==> config.mk <==
export PLATFORM = sky130hd
export DESIGN_NAME = cpu_claim_if
export DESIGN_NICKNAME = d
export VERILOG_FILES = /design/src/rtl/cpu_claim_pkg.sv /design/src/rtl/cpu_claim_cfg.sv /design/src/rtl/cpu_claim_stack.sv /design/src/rtl/cpu_claim_select.sv /design/src/rtl/cpu_claim_if.sv
export SDC_FILE = /design/constraint.sdc
export NUM_CORES = 1
export LEC_CHECK = 0
export BUFFER_PORTS_ARGS = -buffer_cell sky130_fd_sc_hd__clkbuf_2
export CAP_MARGIN = 30
export CORE_UTILIZATION = 63
export CTS_BUF_LIST = sky130_fd_sc_hd__clkbuf_8 sky130_fd_sc_hd__clkbuf_16
export CTS_CLUSTER_SIZE = 8
export DETAILED_ROUTE_END_ITERATION = 6
export PLACE_DENSITY = 0.89
export RECOVER_POWER = 25
export REMOVE_ABC_BUFFERS = 1
export SETUP_SLACK_MARGIN = 0.02
export SYNTH_ARGS = -nofsm -noshare
export SYNTH_HDL_FRONTEND = slang
export SYNTH_SLANG_ARGS = --single-unit
==> constraint.sdc <==
create_clock -name clk_i -period 7.35 [get_ports clk_i]
set_clock_uncertainty 0.05 [all_clocks]
set_input_delay 1.1025 -clock clk_i [delete_from_list [all_inputs] [get_ports clk_i]]
set_output_delay 1.1025 -clock clk_i [all_outputs]
set_load 0.01 [all_outputs]
==> src/rtl/cpu_claim_pkg.sv <==
package cpu_claim_pkg;
  localparam int ID_W   = 10;
  localparam int PRIO_W = 8;
  localparam int SRC_W  = 3;
  localparam logic [ID_W-1:0] SPURIOUS_ID = 10'd1023;
  localparam logic [ID_W-1:0] MAX_ID      = 10'd1020;
  localparam logic [ID_W-1:0] SOFT_LAST   = 10'd15;

  typedef enum logic [1:0] {
    REG_CTRL  = 2'd0,
    REG_MASK  = 2'd1,
    REG_CLAIM = 2'd2,
    REG_DONE  = 2'd3
  } reg_sel_e;

  typedef struct packed {
    logic [ID_W-1:0]   id;
    logic [PRIO_W-1:0] prio;
  } active_t;
endpackage

==> src/rtl/cpu_claim_cfg.sv <==
module cpu_claim_cfg
  import cpu_claim_pkg::*;
(
  input  logic              clk_i,
  input  logic              rst_ni,
  input  logic              we_i,
  input  logic [1:0]        addr_i,
  input  logic [31:0]       wdata_i,
  output logic              en_o,
  output logic [PRIO_W-1:0] mask_o
);
  always_ff @(posedge clk_i or negedge rst_ni) begin
    if (!rst_ni) begin
      en_o   <= 1'b0;
      mask_o <= '0;
    end else if (we_i) begin
      if (addr_i == REG_CTRL) en_o   <= wdata_i[0];
      if (addr_i == REG_MASK) mask_o <= wdata_i[PRIO_W-1:0];
    end
  end
endmodule

==> src/rtl/cpu_claim_stack.sv <==
module cpu_claim_stack
  import cpu_claim_pkg::*;
#(
  parameter int DEPTH = 8,
  localparam int CW = $clog2(DEPTH + 1),
  localparam int AW = (DEPTH > 1) ? $clog2(DEPTH) : 1
) (
  input  logic              clk_i,
  input  logic              rst_ni,
  input  logic              push_i,
  input  active_t           push_ent_i,
  input  logic              pop_i,
  output logic [PRIO_W-1:0] top_prio_o,
  output logic [ID_W-1:0]   top_id_o,
  output logic              empty_o,
  output logic              full_o,
  output logic [CW-1:0]     depth_o
);
  active_t       ent_q [DEPTH];
  logic [CW-1:0] cnt_q;
  logic [AW-1:0] wr_idx, top_idx;

  assign wr_idx  = cnt_q[AW-1:0];
  assign top_idx = AW'(cnt_q - CW'(1));
  assign empty_o = (cnt_q == '0);
  assign full_o  = (cnt_q == CW'(DEPTH));
  assign depth_o = cnt_q;
  // empty stack: idle level, nothing preempted
  assign top_prio_o = empty_o ? '1 : ent_q[top_idx].prio;
  assign top_id_o   = empty_o ? SPURIOUS_ID : ent_q[top_idx].id;

  always_ff @(posedge clk_i or negedge rst_ni) begin
    if (!rst_ni) begin
      cnt_q <= '0;
      for (int i = 0; i < DEPTH; i++) ent_q[i] <= '0;
    end else if (push_i && !full_o) begin
      ent_q[wr_idx] <= push_ent_i;
      cnt_q         <= cnt_q + CW'(1);
    end else if (pop_i && !empty_o) begin
      cnt_q <= cnt_q - CW'(1);
    end
  end
endmodule

==> src/rtl/cpu_claim_select.sv <==
module cpu_claim_select
  import cpu_claim_pkg::*;
(
  input  logic              en_i,
  input  logic [PRIO_W-1:0] mask_i,
  input  logic [PRIO_W-1:0] run_prio_i,
  input  logic              full_i,
  input  logic              cand_valid_i,
  input  logic [ID_W-1:0]   cand_id_i,
  input  logic [PRIO_W-1:0] cand_prio_i,
  input  logic [SRC_W-1:0]  cand_src_i,
  output logic              hit_o,
  output logic [31:0]       claim_word_o
);
  logic [SRC_W-1:0] src;

  assign hit_o = en_i && cand_valid_i && !full_i && (cand_id_i <= MAX_ID)
                 && (cand_prio_i < mask_i) && (cand_prio_i < run_prio_i);
  assign src   = (cand_id_i <= SOFT_LAST) ? cand_src_i : '0;
  assign claim_word_o = hit_o ? {19'd0, src, cand_id_i} : {22'd0, SPURIOUS_ID};
endmodule

==> src/rtl/cpu_claim_if.sv <==
module cpu_claim_if
  import cpu_claim_pkg::*;
#(
  parameter int DEPTH = 8,
  localparam int CW = $clog2(DEPTH + 1)
) (
  input  logic        clk_i,
  input  logic        rst_ni,
  input  logic        cand_valid_i,
  input  logic [9:0]  cand_id_i,
  input  logic [7:0]  cand_prio_i,
  input  logic [2:0]  cand_src_i,
  input  logic        reg_re_i,
  input  logic        reg_we_i,
  input  logic [1:0]  reg_addr_i,
  input  logic [31:0] reg_wdata_i,
  output logic [31:0] reg_rdata_o,
  output logic        irq_o,
  output logic        claim_o,
  output logic [9:0]  claim_id_o,
  output logic        done_o,
  output logic [9:0]  done_id_o
);
  logic              cfg_en;
  logic [PRIO_W-1:0] cfg_mask;
  logic [PRIO_W-1:0] run_prio;
  logic [ID_W-1:0]   top_id;
  logic              stk_empty, stk_full;
  logic [CW-1:0]     depth;
  logic              hit;
  logic [31:0]       claim_word;
  logic              rd_claim, wr_done;

  cpu_claim_cfg u_cfg (
    .clk_i, .rst_ni,
    .we_i(reg_we_i), .addr_i(reg_addr_i), .wdata_i(reg_wdata_i),
    .en_o(cfg_en), .mask_o(cfg_mask)
  );

  cpu_claim_select u_sel (
    .en_i(cfg_en), .mask_i(cfg_mask), .run_prio_i(run_prio), .full_i(stk_full),
    .cand_valid_i, .cand_id_i, .cand_prio_i, .cand_src_i,
    .hit_o(hit), .claim_word_o(claim_word)
  );

  // a write in the same cycle suppresses the read side effect
  assign rd_claim   = reg_re_i && !reg_we_i && (reg_addr_i == REG_CLAIM);
  assign wr_done    = reg_we_i && (reg_addr_i == REG_DONE);
  assign claim_o    = rd_claim && hit;
  assign claim_id_o = cand_id_i;
  assign done_o     = wr_done && !stk_empty && (reg_wdata_i[ID_W-1:0] == top_id);
  assign done_id_o  = top_id;
  assign irq_o      = hit;

  cpu_claim_stack #(.DEPTH(DEPTH)) u_stk (
    .clk_i, .rst_ni,
    .push_i(claim_o), .push_ent_i('{id: cand_id_i, prio: cand_prio_i}),
    .pop_i(done_o),
    .top_prio_o(run_prio), .top_id_o(top_id),
    .empty_o(stk_empty), .full_o(stk_full), .depth_o(depth)
  );

  always_comb begin
    unique case (reg_addr_i)
      REG_CTRL:  reg_rdata_o = {31'd0, cfg_en};
      REG_MASK:  reg_rdata_o = {24'd0, cfg_mask};
      REG_CLAIM: reg_rdata_o = claim_word;
      default:   reg_rdata_o = '0;
    endcase
  end
endmodule

# Word-level counts from Yosys, hierarchy flattened
# Cells that the tools add are included.
dict set report op_classes {
  bitwise 2
  eq_ne 5
  order_cmp 7
  add_sub_neg 2
  div 0
  shift 0
  n_mux 13
  multipliers 0
  reduce_logical 22
}
# op count
set op_table {}
lappend op_table {{144-bit bitwise mux} 1}
lappend op_table {{32-bit one-hot mux with 3 select lines} 1}
lappend op_table {{18-bit binary-select mux with 3-bit select} 1}
lappend op_table {{18-bit demux with 3-bit select} 1}
lappend op_table {{18-bit two-way mux} 3}
lappend op_table {{8-bit < comparator} 2}
lappend op_table {{1-bit logical AND} 14}
lappend op_table {{13-bit two-way mux} 1}
lappend op_table {{10-bit equality test} 1}
lappend op_table {{10-bit <= comparator (second input constant)} 1}
lappend op_table {{10-bit by 4-bit <= comparator with 1-bit output (second input constant)} 1}
lappend op_table {{10-bit two-way mux} 1}
lappend op_table {{4-bit greater-or-equal comparator (second input constant)} 2}
lappend op_table {{4-bit two-way mux} 2}
lappend op_table {{8-bit two-way mux} 1}
lappend op_table {{3-bit NOT with 4-bit output} 2}
lappend op_table {{4-bit by 1-bit adder with 4-bit output (second input constant)} 1}
lappend op_table {{2-bit equality test (second input constant)} 2}
lappend op_table {{4-bit equality test (second input constant)} 1}
lappend op_table {{4-bit logical NOT} 1}
lappend op_table {{4-bit by 1-bit < comparator with 1-bit output (second input constant)} 1}
lappend op_table {{2-bit AND reduction} 2}
lappend op_table {{4-bit by 1-bit subtractor with 4-bit output (second input constant)} 1}
lappend op_table {{1-bit logical NOT} 3}
lappend op_table {{4 further kinds} 4}
dict set report word_totals {
  latch_bits 0
  in_bits 60
  rom_bits 0
  mem_count 0
  output_inout_bits 55
  wordCells 70
  ram_bits 0
  regBits 157
}

# Depth between registers and ports, before layout
dict set report depth {
  ltp_word 11
  depth_mapped 20
  mapped_depth_nobuf 13
}

# By module
# A second synthesis with hierarchy kept.
dict set report hier_totals {
  cells_unflattened 600
  area_unflattened_um2 8368.0
}
# module area_per_inst_um2 n_inst seq_area_each_um2 cells_each
set modules_own_cells {}
lappend modules_own_cells {cpu_claim_stack 6817.8 1 3703.6 421}
lappend modules_own_cells {cpu_claim_select 694.4 1 0.0 92}
lappend modules_own_cells {cpu_claim_if 501.7 1 0.0 67}
lappend modules_own_cells {cpu_claim_cfg 354.1 1 225.2 20}

# Worst setup path after synthesis
# OpenSTA, ideal clock, no wires.
dict set report synth_path {
  path_type {register to output}
  from {reg u_stk.cnt_q[0], in the netlist u_stk.depth_o[0]}
  to {out reg_rdata_o[1]}
  setup_slack_ns 2.148
  required_time_ns 6.198
  n_path_buf 5
  t_arrival_ns 4.050
  stages_incl_launch_ff 19
  path_cell_list {dfrtp_1 > buf_2 > inv_2 > ha_1 > buf_2 > clkbuf_1 > clkbuf_1 > mux4_2 > nand2_1 > and3_1 > ha_1 > and3_1 > a311oi_1 > o2111ai_1 > a31oi_4 > o21ai_0 > clkbuf_1 > nor2_1 > o21ai_0}
}
dict set report synth_between {
  elab_chain_cells 10
  word_cells_on_any_way 16
  cone_classes {add/sub: 1; order compare: 1; eq/ne: 1; mux: 6; bitwise: 1; reduce/logical: 6}
}
# element line
set synth_lines {}
lappend synth_lines {{from (decl)} cpu_claim_stack.sv:20} ;# logic [CW-1:0] cnt_q;
lappend synth_lines {{from (signal assigned)} cpu_claim_stack.sv:38} ;# cnt_q <= cnt_q + CW'(1);
lappend synth_lines {{from (signal assigned)} cpu_claim_stack.sv:40} ;# cnt_q <= cnt_q - CW'(1);
lappend synth_lines {{4-bit by 1-bit subtractor with 4-bit output} --}
lappend synth_lines {{net u_stk.top_idx[0]} cpu_claim_stack.sv:21} ;# logic [AW-1:0] wr_idx, top_idx;
lappend synth_lines {{3-bit NOT with 4-bit output (implied by the code)} cpu_claim_stack.sv:29} ;# assign top_prio_o = empty_o ? '1 : ent_q[top_idx].prio;
lappend synth_lines {{18-bit binary-select mux with 3-bit select} cpu_claim_stack.sv:29}
lappend synth_lines {{18-bit two-way mux (2 in series)} --}
lappend synth_lines {{8-bit two-way mux} cpu_claim_stack.sv:29}
lappend synth_lines {{8-bit < comparator} cpu_claim_select.sv:18} ;# && (cand_prio_i < mask_i) && (cand_prio_i < run_prio_i);
lappend synth_lines {{1-bit logical AND} cpu_claim_select.sv:18}
lappend synth_lines {{13-bit two-way mux} cpu_claim_select.sv:20} ;# assign claim_word_o = hit_o ? {19'd0, src, cand_id_i} : {22'd0, SPURIOUS_ID};
lappend synth_lines {{32-bit one-hot mux with 3 select lines} cpu_claim_if.sv:64} ;# unique case (reg_addr_i)
lappend synth_lines {{to (decl)} cpu_claim_if.sv:17} ;# output logic [31:0] reg_rdata_o,
# The timed path passes the listed nets, and every way through them passes these cells. The select of a mux whose other input is x is not followed.

# Final worst setup path
dict set report layout_path {
  from {reg u_stk.cnt_q[1], in the netlist u_stk.depth_o[1]}
  to {out reg_rdata_o[12]}
}
dict set report layout_between {
  elab_chain_cells 10
  word_cells_on_any_way 16
  cone_classes {add/sub: 1; order compare: 1; eq/ne: 1; mux: 6; bitwise: 1; reduce/logical: 6}
}
# element line
set layout_lines {}
lappend layout_lines {{4-bit by 1-bit subtractor with 4-bit output} --}
lappend layout_lines {{3-bit NOT with 4-bit output (implied by the code)} cpu_claim_stack.sv:29}
lappend layout_lines {{18-bit binary-select mux with 3-bit select} cpu_claim_stack.sv:29}
lappend layout_lines {{18-bit two-way mux (2 in series)} --}
lappend layout_lines {{8-bit two-way mux} cpu_claim_stack.sv:29}
lappend layout_lines {{8-bit < comparator} cpu_claim_select.sv:18}
lappend layout_lines {{1-bit logical AND (*)} cpu_claim_select.sv:18}
lappend layout_lines {{13-bit two-way mux (*)} cpu_claim_select.sv:20}
lappend layout_lines {{32-bit one-hot mux with 3 select lines (*)} cpu_claim_if.sv:64}
# Every way passes the cells marked *; elsewhere a longest branch is shown, timed or not. The select of a mux whose other input is x is not followed.

==> reports/metrics.yaml <==
run_status: "finished with violations"
failed_checks: "capacitance limit, slew limit"
worst_slew_pin_slew_ns: 4.92
timing.critical_path.from_type: "flip-flop"
postSynth.topFlopCell: "dfrtp_1"
cp_data_required_time_ns: 6.20
clk_pin_slew_worst_paths_ns: 0.06
layout.cell_area.non_filler_um2: 9380
die_y_um: 118
design_power_total_w: 0.00214
timing_max_transition_violations_final: 94
post_synth_instance_area_um2: 8470
maxCapViolations: 1
placement_rows: 41
power.static_leakage_nw: 4.82
syn-instance-count: 643
cp_max_fanout: 19
synth_warnings: 0
max_slew_margin: -2.28
vias_per_cell: 6.20
fmax_achieved_mhz: 165
first_global_vias: 5882
finalWorstPathRequiredPeriod_ns: 6.05
route.final.wire_length_um: 19700
global_route.overflow_total: 0
yosysUniqueCellTypes: 53
post_route_setup_slack_ns: 1.30
dieWidth_um: 118
finish.net_count: 773
drtPass1Iterations: 6
io_buffers: 73
global_route_wire_length_before_repair_um: 31800
worst_skew_pair.late_latency_ns: 0.43
max-clock-path-buffers: 2
final_cell_mix: "dfrtp_1, mux2_2, nand2_1"
irDropWorstVdd_v: 0.000187
flow.area_growth_from_synthesis_pct: 10.8
antenna_found_initial: 0
route.detailed.wl_per_inst_um: 22.4
groute.usage.overall: 0.302
buffer_count_from_post_cts_setup_fixing: 0
dp_worst_setup_slack_ns: 1.87
top_level_ports: 115
share_of_synthesized_flip_flops_with_an_asynchronous_set_or_reset: 1.00
kind_of_end_point_of_the_critical_path: "output pin"
route.antenna.remaining_nets: 0
num-fill-cells: 816
drc: 0
synth_enable_flop_cells: 0
die_area_um2: 13900
htreeDepth: 4
cts_buffers: 17
initial_core_util: 0.658
power_density_nw_per_um2: 228
hold_class: "reg -> reg"
post-route-period-util: 0.823
detailroute.via_count: 5466
hold_buffers: 0
fin_tns_setup_ns: 0
rsz0062_at_grt: "false"
synth.avg_cell_area_um2: 13.2
mostFrequentLayoutCell: "dfrtp_1"
timing.final.setup_violations: 0
tritoncts: "built"
cp_data_arrival_time_ns: 4.89
postSynthRegisterBits: 157
antenna_cells_inserted: 0
detailed_place.area_um2: 8780
hold_viol: 0
proportion_of_layout_cells_with_a_drive_suffix_above_1: 0.425
setup_crit_path_kind: "reg -> out"
dp_wirelength_um: 13200
clk_root_buffer_cell: "clkbuf_16"
core_um2: 12900
numClockSinks: 157
cts_repair_resize_count: 0
gp_congestion: 0.882
grt_max_degree: 94
detail_route.iter0.violations: 567
synth-seq-area-share: 0.464
-- logic make-up (layout without fill, tap and decap cells) --
| logic type | Yosys count | after routing | synth area share |
|---|---|---|---|
| other | 1 | 19 | 0.000443 |
| AO/OA/AOI/OAI | 31 | 31 | 0.0290 |
| buffers and inverters | 88 | 136 | 0.0644 |
| multiplexers | 183 | 183 | 0.316 |
| AND/OR/NAND/NOR | 152 | 152 | 0.0856 |
| XOR/XNOR | 14 | 14 | 0.0154 |
| adder cells (fa/ha/maj) | 17 | 17 | 0.0251 |
| flip-flops | 157 | 157 | 0.464 |
-- layout make-up --
| cell class | count | area, µm² | share of cell area |
|---|---|---|---|
| Inverter | 15 | 56.3 | 0.00600 |
| Multi-Input combinational cell | 416 | 4060 | 0.433 |
| Clock buffer | 19 | 453 | 0.0483 |
| Tap cell | 172 | 215 | 0.0229 |
| Timing Repair Buffer | 89 | 526 | 0.0560 |
| Sequential cell | 157 | 3930 | 0.419 |
| Clock inverter | 13 | 141 | 0.0151 |
-- flip-flops by register name, indices dropped and copies added, names as in the netlist --
| signal | count |
|---|---|
| u_cfg.en_o | 1 |
| u_stk.depth_o | 4 |
| u_stk.ent_q | 144 |
| u_cfg.mask_o | 8 |
-- per-layer routing --
| layer | routed length (µm) | vias to the layer above | global-route usage |
|---|---|---|---|
| li1 | - | 2369 | - |
| met1 | 8020 | 2794 | 0.394 |
| met2 | 9820 | 263 | 0.488 |
| met3 | 1380 | 40 | 0.0649 |
| met4 | 524 | 0 | 0.132 |
| met5 | 0 | - | 0 |
-- synthesized netlist by cell type, drive strengths merged (3+ instances only) --
library cell / instances / area share
mux4: 35 / 0.094
ha: 17 / 0.025
nand3: 11 / 0.0065
o21ai: 9 / 0.0053
nor3: 4 / 0.0024
nand2b: 3 / 0.0022
a21o: 3 / 0.0027
nand4: 8 / 0.0059
nor2: 14 / 0.0062
mux2: 142 / 0.22
clkbuf: 23 / 0.010
inv: 14 / 0.0062
or3: 3 / 0.0022
dfrtp: 157 / 0.46
nand2: 79 / 0.035
o2111ai: 4 / 0.0041
nor3b: 3 / 0.0027
and3: 10 / 0.0074
or4: 7 / 0.0062
xnor2: 12 / 0.012
buf: 50 / 0.048
mux2i: 6 / 0.0071
and2: 4 / 0.0030
-- worst paths after layout --
check,end,cells after the start,start,slack (ns)
min in group asynchronous,u_stk.ent_q[60],1,rst_ni,2.40
max in group asynchronous,u_stk.depth_o[0],1,rst_ni,1.77
hold reg to reg,u_stk.ent_q[14],2,u_stk.ent_q[14],0.43
hold / removal,u_stk.ent_q[14],2,u_stk.ent_q[14],0.43
setup reg to reg,u_stk.ent_q[121],14,u_stk.depth_o[1],1.92
setup / recovery,reg_rdata_o[12],15,u_stk.depth_o[1],1.30
-- stage by stage --
stage / hold slack, ns / util / cells
finish: 0.427 / 0.729 / 881
global route: 0.444 / 0.729 / 881
CTS: 0.430 / 0.728 / 880
detailed placement: 0.410 / 0.682 / 848
global placement: 0.408 / 0.677 / 844
floorplan: 0.390 / - / 588
-- report_power, final --
part	internal, W	switching, W	total [W]
registers	0.000890	0.0000249	0.000915
clock network	0.000518	0.000355	0.000873
logic	0.000133	0.000217	0.000350
-- critical path, stage by stage (launching register included) --
cell	delay, ns
dfrtp_1	0.49
inv_1	0.20
ha_1	0.97
mux4_2	0.38
nand2_1	0.06
and3_1	0.23
ha_1	0.31
and3_1	0.18
a311oi_1	0.23
o2111ai_1	0.22
a31oi_4	0.26
o21ai_0	0.14
buf_4	0.21
nor3_1	0.27
and2_1	0.18
clkbuf_2	0.12
(Power assumes the default switching activity.)
